[src/rtl/csGpoPkg.sv]
package csGpoPkg;

  typedef enum logic [1:0] {
    ADDR_CTRL  = 2'd0,
    ADDR_FORCE = 2'd1,
    ADDR_STAT  = 2'd2,
    ADDR_RSVD  = 2'd3
  } csAddr_e;

  typedef struct packed {
    logic ctrlWe;
    logic forceWe;
  } csStrobe_t;

endpackage

[src/rtl/csGpoCtrl.sv]
module csGpoCtrl
  import csGpoPkg::*;
(
  input  logic       wrEn,
  input  logic [1:0] addr,
  output csStrobe_t  strobe
);

  always_comb begin
    strobe = '0;
    if (wrEn) begin
      case (addr)
        ADDR_CTRL:  strobe.ctrlWe  = 1'b1;
        ADDR_FORCE: strobe.forceWe = 1'b1;
        default:    strobe = '0;
      endcase
    end
  end

endmodule

[src/rtl/csGpoData.sv]
module csGpoData
  import csGpoPkg::*;
#(
  parameter int NUM_OUT = 8
) (
  input  logic                   clk,
  input  logic                   rstN,
  input  csStrobe_t              strobe,
  input  logic [1:0]             addr,
  input  logic [2*NUM_OUT-1:0]   wrData,
  output logic [2*NUM_OUT-1:0]   rdData,
  output logic [NUM_OUT-1:0]     pinLevel,
  output logic [NUM_OUT-1:0]     csMark
);

  localparam int DATA_W  = 2 * NUM_OUT;
  localparam int SET_OFS = NUM_OUT;

  logic [DATA_W-1:0]  ctrlReg;
  logic [NUM_OUT-1:0] store;
  logic [NUM_OUT-1:0] invSel;

  always_ff @(posedge clk or negedge rstN) begin
    if (!rstN) ctrlReg <= '0;
    else if (strobe.ctrlWe) ctrlReg <= wrData;
  end

  assign invSel = ctrlReg[NUM_OUT-1:0];
  assign csMark = ctrlReg[DATA_W-1:SET_OFS];

  // ctrl_stable_R9: the control word moves only on its own strobe
  assert_ctrl_hold_R9: assert property (@(posedge clk) disable iff (!rstN)
    !strobe.ctrlWe |=> $stable(ctrlReg));

  for (genvar n = 0; n < NUM_OUT; n++) begin : gLine
    logic setReq;
    logic clrReq;
    assign setReq = strobe.forceWe && wrData[SET_OFS+n];
    assign clrReq = strobe.forceWe && wrData[n];

    always_ff @(posedge clk or negedge rstN) begin
      if (!rstN) store[n] <= 1'b1;
      else if (setReq && !clrReq) store[n] <= 1'b1;
      else if (clrReq && !setReq) store[n] <= 1'b0;
    end

    assign pinLevel[n] = store[n] ^ invSel[n];

    assert_set_R3: assert property (@(posedge clk) disable iff (!rstN)
      (strobe.forceWe && wrData[SET_OFS+n] && !wrData[n]) |=> store[n]);

    assert_clr_R4: assert property (@(posedge clk) disable iff (!rstN)
      (strobe.forceWe && wrData[n] && !wrData[SET_OFS+n]) |=> !store[n]);

    assert_hold_R5: assert property (@(posedge clk) disable iff (!rstN)
      !(strobe.forceWe && (wrData[n] ^ wrData[SET_OFS+n])) |=> $stable(store[n]));
  end

  always_comb begin
    case (addr)
      ADDR_CTRL: rdData = ctrlReg;
      ADDR_STAT: rdData = {{(DATA_W-NUM_OUT){1'b0}}, store};
      default:   rdData = '0;
    endcase
  end

endmodule

[src/rtl/csGpoUnit.sv]
module csGpoUnit
  import csGpoPkg::*;
#(
  parameter int NUM_OUT = 8
) (
  input  logic                 clk,
  input  logic                 rstN,
  input  logic                 wrEn,
  input  logic [1:0]           addr,
  input  logic [2*NUM_OUT-1:0] wrData,
  output logic [2*NUM_OUT-1:0] rdData,
  output logic [NUM_OUT-1:0]   pinLevel,
  output logic [NUM_OUT-1:0]   csMark
);

  csStrobe_t strobe;

  csGpoCtrl uCtrl (
    .wrEn   (wrEn),
    .addr   (addr),
    .strobe (strobe)
  );

  csGpoData #(.NUM_OUT(NUM_OUT)) uData (
    .clk      (clk),
    .rstN     (rstN),
    .strobe   (strobe),
    .addr     (addr),
    .wrData   (wrData),
    .rdData   (rdData),
    .pinLevel (pinLevel),
    .csMark   (csMark)
  );

endmodule

[config.mk]
export PLATFORM = sky130hd
export DESIGN_NAME = csGpoUnit
export DESIGN_NICKNAME = d
export VERILOG_FILES = /design/src/rtl/csGpoPkg.sv /design/src/rtl/csGpoCtrl.sv /design/src/rtl/csGpoData.sv /design/src/rtl/csGpoUnit.sv
export SDC_FILE = /design/constraint.sdc
export NUM_CORES = 1
export LEC_CHECK = 0
export BUFFER_PORTS_ARGS = -buffer_cell sky130_fd_sc_hd__buf_4
export CAP_MARGIN = 20
export CORE_MARGIN = 4
export CORE_UTILIZATION = 39
export CTS_BUF_LIST = sky130_fd_sc_hd__clkbuf_8
export DETAILED_ROUTE_END_ITERATION = 8
export PLACE_DENSITY = 0.74
export SETUP_SLACK_MARGIN = 0.2
export SYNTH_ARGS = -nofsm -noshare
export SYNTH_HDL_FRONTEND = slang
export SYNTH_SLANG_ARGS = --single-unit
export TNS_END_PERCENT = 100
[constraint.sdc]
create_clock -name clk -period 0.9 [get_ports clk]
set_input_delay 0.045 -clock clk [delete_from_list [all_inputs] [get_ports clk]]
set_output_delay 0.045 -clock clk [all_outputs]
set_load 0.02 [all_outputs]
==> results of run 1 <==
## stage by stage
step           std cells  setup WS, ns  power [W]  hold slack (ns)  instance area (µm²)
3_3_place_gp         214       -0.4291   0.002817         -0.03823                 2105
5_1_grt              242       -0.4305   0.004311          0.01174                 2718
3_5_place_dp         214       -0.4644   0.002852         -0.02809                 2105
6_report             242       -0.3830   0.004148          0.01305                 2718
4_1_cts              234       -0.3706   0.004001         0.008286                 2555
2_1_floorplan        120       -0.3354   0.002411          -0.2506                 1715
## report_power, final
part / switching [W] / total [W] / internal, W / leakage [nW]
Sequential: 0.000251 / 0.00151 / 0.00126 / 0.272
Clock: 0.000380 / 0.000771 / 0.000391 / 0.0288
Combinational: 0.000727 / 0.00187 / 0.00114 / 0.955
Total: 0.00136 / 0.00415 / 0.00279 / 1.26
## cells in the mapped netlist (all sizes together)
cell type / instances
dfstp: 8
buf: 12
clkbuf: 1
nand2: 8
ha: 8
nor2: 9
dfrtp: 16
nor3b: 1
mux2i: 8
xor2: 8
and3b: 1
and2: 16
mux2: 24
## cells by family after synthesis
kind of cell             Yosys count
XOR/XNOR                           8
adder cells (fa/ha/maj)            8
buffers and inverters             13
flip-flops                        24
multiplexers                      32
AND/OR/NAND/NOR                   35
## final cells by class
| class | instances | area share (%) |
|---|---|---|
| Multi-Input combinational cell | 84 | 41.44 |
| Timing Repair Buffer | 82 | 31.86 |
| Clock buffer | 4 | 2.026 |
| Tap cell | 48 | 2.210 |
| Sequential cell | 24 | 22.47 |
## state kept, by name, indices dropped and copies added (netlist names)
name           count
uData.ctrlReg     16
uData.store        8
## timing repair
action | 4_1_cts | 5_1_grt
pin swaps | 26 | 14
hold endpoints to repair | 24 | 0
hold buffers | 1 | 0
buffers inserted | 13 | 8
endpoints found under the setup margin | 56 | 56
cloned | 2 | 0
resized for setup | 66 | 18
## how the worst min path moves through the flow
stage / from / endpoint / slack [ns]
2_1_floorplan: rstN / uData.ctrlReg[0] / -0.25
3_3_place_gp: rstN / uData.ctrlReg[4] / -0.04
3_5_place_dp: rstN / uData.ctrlReg[12] / -0.03
4_1_cts: wrData[3] / uData.ctrlReg[3] / 0.008
5_1_grt: wrData[3] / uData.ctrlReg[3] / 0.01
6_report: wrData[8] / uData.ctrlReg[8] / 0.01
## per-layer routing
| metal | wire length (µm) | vias to the layer above |
|---|---|---|
| met1 | 1815 | 601 |
| met2 | 2483 | 45 |
| li1 | - | 539 |
| met4 | 64 | 0 |
| met3 | 217 | 4 |
| met5 | 0 | - |
==> qor.log, run 1 <==
INFO  status         violated_checks=setup timing
INFO  yosys          fraction_of_the_mapped_netlist_area_in_compound_gates=0%
INFO  route          drt-pass1-iter-count=4
INFO  yosys          yosysUniqueCellTypes=17
INFO  worst_setup_path end_kind=primary output
INFO  floorplanning  die_w=69.45µm
INFO  yosys          synth_adder_area_share=6.797%
INFO  route          detail_route.iter0.violations=22
INFO  sta            final.setup_skew=0ns
INFO  yosys          ys_seq_elements=24
INFO  floorplanning  die_h=69.45µm
INFO  grt            global_route.usage.met1=20.89%
INFO  worst_setup_path worstReg2RegEnd=uData.ctrlReg[14]
INFO  worst_setup_path timing.critical_path.depth=3
INFO  clock_network  cts_num_sinks=24
INFO  worst_setup_path worst-setup-path-type=register to primary output
INFO  sta            layout_min_cycle_time=1.283ns
INFO  hold_path      min_path_cells=2
INFO  clock_network  clk_path_buf_depth=2
INFO  floorplanning  die_area=4823µm²
INFO  clock_network  clkSlewWorstSetupHoldPaths=0.09ns
INFO  status         outcome=complete, but fails checks
INFO  grt            first_global_vias=1,295
INFO  grt            met3_usage=2.754%
INFO  final_layout   layout_commonest_cell=sky130_fd_sc_hd__buf_6
INFO  grt            grt.met2_usage=31.57%
INFO  clock_network  htreeDepth=1
INFO  yosys          synth_top_cell_by_area=sky130_fd_sc_hd__dfrtp_1
INFO  yosys          synth_simple_gate_area_share=13.08%
INFO  route          totalWireLength=4.581mm
INFO  worst_setup_path crit_fanout=3
INFO  yosys          synth_top_family_by_area=multiplexers
INFO  yosys          netlist_instances=120
INFO  yosys          xor_and_xnor_area_share_after_synthesis=4.758%
INFO  clock_network  tritoncts.num_buffers=3
INFO  final_layout   insertedDiodeCount=0
INFO  sta            final_hold_viol_count=0
INFO  worst_setup_path start_kind=register
INFO  grt            globalRoute.busiestLayer=met2
INFO  sta            drv_slew=0
INFO  sta            post_route_worst_setup_slack=-0.3830ns
INFO  job            cap_violations=0
INFO  power_and_ir_drop vdd_ir_drop_max=0.8490mV
INFO  floorplanning  core=3661µm²
INFO  worst_setup_path critical_path_buf_inv_count=1
INFO  clock_network  tritoncts=yes
INFO  floorplanning  placementRows=22
INFO  power_and_ir_drop leakage=1.256nW
INFO  sta            final_min_period_over_clock_period=142.6%
INFO  final_layout   area_growth=84.54%
INFO  worst_setup_path rr_startpoint=uData.ctrlReg[14]
INFO  worst_setup_path cp-endpoint=rdData[6]
INFO  floorplanning  pin_count=53
INFO  yosys          ranking_of_synthesized_cells_by_area=sky130_fd_sc_hd__dfrtp_1 27%, sky130_fd_sc_hd__dfstp_2 14%, sky130_fd_sc_hd__mux2_2 11%
INFO  sta            highest_achievable_clock_rate=779.4MHz
INFO  floorplanning  start_util=40.23%
INFO  sta            worst-slew-pin-transition=0.3227ns
INFO  worst_setup_path crit_path_cell_trace=mux2i_1, nor2_2, buf_6
INFO  final_layout   most_frequent_cells_in_the_layout=40 x sky130_fd_sc_hd__buf_6, 33 x sky130_fd_sc_hd__buf_4, 24 x sky130_fd_sc_hd__mux2_4
INFO  route          avgRoutedWirePerCell=18.93µm
INFO  yosys          ys.warnings.count=0
INFO  yosys          synthMuxAreaShare=26.34%
INFO  sta            max-slew-margin-rel=78.49%
INFO  worst_setup_path timing.reg2reg.worst_path_depth=2
INFO  placement      globalplace.congestion=0.7802
INFO  final_layout   filler_cell_count=242
INFO  worst_setup_path crit_family=flip-flops
INFO  worst_setup_path cpMaxStageDelayCell=sky130_fd_sc_hd__dfstp_2
INFO  clock_network  clk_latency=0.27ns
INFO  yosys          post_synth_instance_area=1473µm²
INFO  yosys          seq_area_frac_synth=41.46%
INFO  grt            grt_pass1_wl=6.568mm
INFO  final_layout   fin_util=74.23%
INFO  sta            setup_viol_count_final=54
INFO  power_and_ir_drop power.density_cell_area=1526nW/µm²
INFO  yosys          synth.top_cell.area_share=27.19%
INFO  route          postRouteAntennaNets=0
INFO  route          via_count=1,189
INFO  yosys          synth_nets=149
INFO  worst_setup_path reg2reg_slack=-0.05ns
INFO  grt            grt_antenna_before_repair=0
INFO  placement      portBuffers=52
INFO  grt            grtUsageTotal=16.98%
INFO  sta            rsz0062_at_grt=true
INFO  grt            grt-ovfl-total=0
INFO  clock_network  cts_root_buf=sky130_fd_sc_hd__clkbuf_8
INFO  worst_setup_path slowest_delay=0.61ns
INFO  final_layout   flip_flop_and_latch_area=610.6µm²
INFO  route          post_route_drc_violation_count=0
INFO  final_layout   nets=224
INFO  worst_setup_path crit_start=uData.store[6]
INFO  worst_setup_path worst_ep_arrival_time=1.24ns
INFO  sta            setup_tns=-8.135ns
INFO  worst_setup_path critical_path_required=0.85ns
INFO  final_layout   multi_input_comb_area=1126µm²
INFO  grt            grt_start_max_net_pins=25
INFO  hold_path      worstHoldPathType=input port to register
INFO  placement      place_hpwl=2.482mm
INFO  route          detail_route.vias_per_cell=4.913
INFO  final_layout   final_layout_size_suffix_gt1_share=85.05%
INFO  yosys          synthesis.area_per_instance=12.27µm²
No activity file was read; power rests on OpenSTA's default activity.
==> run 2: changes to the inputs <==
- ABC_AREA: unset -> 1
- TNS_END_PERCENT: 100 -> unset
==> run 2 against run 1 <==
- the flow still finishes with violations (setup timing)
- critical path depth unchanged
- sequential share of layout area up 1.6 points
- total power down 12%
- count of clock-buffer cells in the layout down 1
- first-iteration DRC count rose to 3.5 times the previous value
- clock skew unchanged
- critical path type unchanged
- highest routed layer unchanged
==> qor.log, run 2 <==
INFO  grt            grt_antenna_before_repair=0 [unchanged]
INFO  final_layout   layout_commonest_cell=sky130_fd_sc_hd__buf_6
INFO  hold_path      worstHoldEndpoint=uData.ctrlReg[13]
INFO  sta            setup_viol_count_final=32 [-41%]
INFO  final_layout   most_frequent_cells_in_the_layout=42 x sky130_fd_sc_hd__buf_6, 37 x sky130_fd_sc_hd__nand2_1, 32 x sky130_fd_sc_hd__buf_4
INFO  floorplanning  start_util=41.01% [+0.78 points]
INFO  route          detail_route.iter0.violations=78 [+250%]
INFO  grt            grt_pass1_wl=7.017mm [+6.8%]
INFO  hold_path      worstHoldPathType=input port to register
INFO  worst_setup_path worstReg2RegEnd=uData.store[4]
INFO  sta            final.setup_skew=0ns [unchanged]
INFO  sta            post_route_worst_setup_slack=-0.3346ns [+0.04844 ns]
INFO  route          via_count=1,542 [+30%]
INFO  yosys          ys.warnings.count=0 [unchanged]
INFO  sta            setup_tns=-6.080ns [+2.055 ns]
INFO  worst_setup_path critical_path_required=0.85ns [about the same]
INFO  hold_path      min_from=wrData[13]
INFO  grt            grtUsageTotal=17.43% [+0.45 points]
INFO  grt            first_global_vias=1,443 [+11%]
INFO  sta            final_min_period_over_clock_period=137.2% [-5.4 points]
INFO  worst_setup_path worst_ep_arrival_time=1.19ns [-0.05 ns]
INFO  final_layout   final_cells=312 [+29%]
INFO  status         outcome=complete, but fails checks
INFO  yosys          synthesis.area_per_instance=7.754µm² [-37%]
INFO  final_layout   max_flop_register=uData.ctrlReg
INFO  power_and_ir_drop power.density_cell_area=1413nW/µm² [-7.4%]
INFO  hold_path      min_path_cells=3 [+1]
INFO  floorplanning  placementRows=22 [unchanged]
INFO  worst_setup_path end_kind=primary output
INFO  yosys          yosysUniqueCellTypes=18 [+1]
INFO  yosys          ys_dominant_reg_cell=sky130_fd_sc_hd__dfrtp_1
INFO  floorplanning  die_area=5004µm² [+3.7%]
INFO  status         violated_checks=setup timing
INFO  yosys          synth_top_cell_by_area=sky130_fd_sc_hd__dfrtp_1
INFO  sta            rsz0062_at_grt=true
INFO  worst_setup_path crit_fanout=3 [unchanged]
INFO  placement      placed_cells=290 [+36%]
INFO  yosys          ranking_of_synthesized_cells_by_area=sky130_fd_sc_hd__dfrtp_1 26%, sky130_fd_sc_hd__dfstp_2 14%, sky130_fd_sc_hd__nand2_1 14%
INFO  job            cap_violations=0 [unchanged]
INFO  yosys          yosys-top-cells-count=56 x sky130_fd_sc_hd__nand2_1, 25 x sky130_fd_sc_hd__inv_1, 24 x sky130_fd_sc_hd__nand3_1
INFO  yosys          synth_nets=227 [+52%]
INFO  sta            highest_achievable_clock_rate=810.0MHz [+3.9%]
INFO  sta            worst-slew-pin-transition=0.3105ns [-0.01224 ns]
INFO  final_layout   final_layout_size_suffix_gt1_share=54.17% [-31 points]
INFO  sta            final_hold_viol_count=0 [unchanged]
INFO  clock_network  clkSlewWorstSetupHoldPaths=0.08ns [about the same]
INFO  clock_network  tritoncts.num_buffers=3 [unchanged]
INFO  grt            grt_start_max_net_pins=25 [unchanged]
INFO  worst_setup_path timing.reg2reg.worst_path_depth=4 [+2]
INFO  clock_network  cts_num_sinks=24 [unchanged]
INFO  worst_setup_path rr_startpoint=uData.store[4]
INFO  floorplanning  core=3744µm² [+2.3%]
INFO  final_layout   largestRegisters=uData.ctrlReg: 16 flops, uData.store: 8 flops
INFO  yosys          seq_area_frac_synth=39.77% [-1.7 points]
INFO  yosys          netlist_instances=198 [+65%]
INFO  worst_setup_path worst-setup-path-type=register to primary output
INFO  final_layout   nets=294 [+31%]
INFO  worst_setup_path reg2reg_slack=-0.05ns [about the same]
INFO  placement      placedInstanceArea=2132µm² [+1.3%]
INFO  worst_setup_path start_kind=register
INFO  floorplanning  pin_count=53 [unchanged]
INFO  clock_network  tritoncts=yes
INFO  route          post_route_drc_violation_count=0 [unchanged]
INFO  final_layout   area_growth=67.73%
INFO  placement      place_hpwl=3.057mm [+23%]
INFO  final_layout   number_of_flip_flops_under_the_largest_register_name=16 [unchanged]
INFO  power_and_ir_drop leakage=1.231nW [-2.0%]
INFO  yosys          synthMostInstantiatedCell=sky130_fd_sc_hd__nand2_1
INFO  route          totalWireLength=4.492mm [-1.9%]
INFO  yosys          synth-edff-count=0 [unchanged]
INFO  clock_network  cts_root_buf=sky130_fd_sc_hd__clkbuf_8
INFO  yosys          ys_async_sr_fraction=100.0% [unchanged]
INFO  yosys          synth.top_cell.area_share=26.08% [-1.1 points]
INFO  route          detail_route.vias_per_cell=4.942 [+0.59%]
INFO  grt            grt-ovfl-total=0 [unchanged]
INFO  floorplanning  die_h=70.74µm [+1.9%]
INFO  clock_network  htreeDepth=1 [unchanged]
INFO  clock_network  clk_latency=0.26ns [about the same]
INFO  placement      globalplace.congestion=0.7638 [-2.1%]
INFO  final_layout   finish.instance_area=2575µm² [-5.2%]
INFO  power_and_ir_drop vdd_ir_drop_max=0.6655mV [-22%]
INFO  final_layout   insertedDiodeCount=0 [unchanged]
INFO  sta            layout_min_cycle_time=1.235ns [-0.04844 ns]
INFO  yosys          post_synth_instance_area=1535µm² [+4.2%]
INFO  placement      portBuffers=52 [unchanged]
INFO  route          avgRoutedWirePerCell=14.40µm [-24%]
INFO  route          postRouteAntennaNets=0 [unchanged]
INFO  sta            max-slew-margin-rel=79.30% [+0.82 points]
INFO  route          drt-pass1-iter-count=4 [unchanged]
INFO  yosys          ys_seq_elements=24 [unchanged]
INFO  floorplanning  die_w=70.74µm [+1.9%]
INFO  sta            drv_slew=0 [unchanged]
INFO  clock_network  clk_path_buf_depth=2 [unchanged]
[run 2: cell count changes after synthesis, sizes merged, moves of 4 or more]
cell | before | now
nor2 | 9 | 17
o21ai | 0 | 8
mux2 | 24 | 0
and2 | 16 | 0
nand2 | 8 | 57
mux2i | 8 | 0
nand3 | 0 | 25
inv | 0 | 26
nand4 | 0 | 8
buf | 12 | 16
[run 2: final cells by class]
cell class,count,area (µm²)
clock buffer,3,41.29
clock inverter,1,3.754
timing repair buffer,77,758.2
tap,48,60.06
sequential,24,620.6
fill,316,1169
multi-input combinational,132,973.4
inverter,27,117.6
[run 2: kinds of logic after synthesis]
group           count (synthesis)  synth area share [%]
compound gates                  8                 2.608
fa+ha+maj                       8                 6.520
flops                          24                 39.77
buf+inv                        43                 14.67
simple gates                  107                 31.87
xor+xnor                        8                 4.564
[run 2: power breakdown]
group / leakage, nW / switching (W) / internal (W)
logic: 0.931 / 0.000715 / 0.000813
registers: 0.273 / 0.000233 / 0.00125
clock network: 0.0269 / 0.000327 / 0.000304
total: 1.23 / 0.00128 / 0.00236
[run 2: critical path, cell delays in order, from the launching register on]
cell and delay, ns:
sky130_fd_sc_hd__dfstp_2 0.63, sky130_fd_sc_hd__nand3_2 0.11, sky130_fd_sc_hd__nand2_2 0.08, sky130_fd_sc_hd__buf_6 0.11
[run 2: timing repair]
item	4_1_cts	5_1_grt
endpoints found under the hold margin	24	0
cloned	1	0
resized for setup	47	28
endpoints found under the setup margin	43	55
buffers inserted	7	9
hold buffers	1	0
pin swaps	21	13
[run 2: worst max-delay path by stage]
stage	start	end	cells after the start
final	uData.store[2]	rdData[2]	3
after detailed placement	addr[0]	uData.store[6]	5
after CTS	uData.store[3]	pinLevel[3]	2
after global placement	addr[1]	uData.store[4]	7
after floorplan	uData.store[6]	rdData[6]	2
after global routing	uData.store[2]	rdData[2]	3
[run 2: stage by stage]
| stage | hold WS (ns) | setup WS (ns) | total power [W] | util (%) |
|---|---|---|---|---|
| 5_1_grt | 0.02761 | -0.3672 | 0.003835 | 68.78 |
| 3_3_place_gp | -0.03976 | -0.08922 | 0.002574 | 56.95 |
| 4_1_cts | 0.01857 | -0.3209 | 0.003466 | 64.47 |
| 3_5_place_dp | -0.03735 | -0.1231 | 0.002603 | 56.95 |
| 2_1_floorplan | -0.2506 | 0.07109 | 0.002205 | - |
| 6_report | 0.01633 | -0.3346 | 0.003640 | 68.78 |
[run 2: layer usage]
metal	share of wire, %	track usage, %	vias up
met5	0	0	-
met4	1.5	4.175	0
met3	3.7	2.699	6
met2	52	29.87	36
met1	42	23.09	757
li1	-	-	743
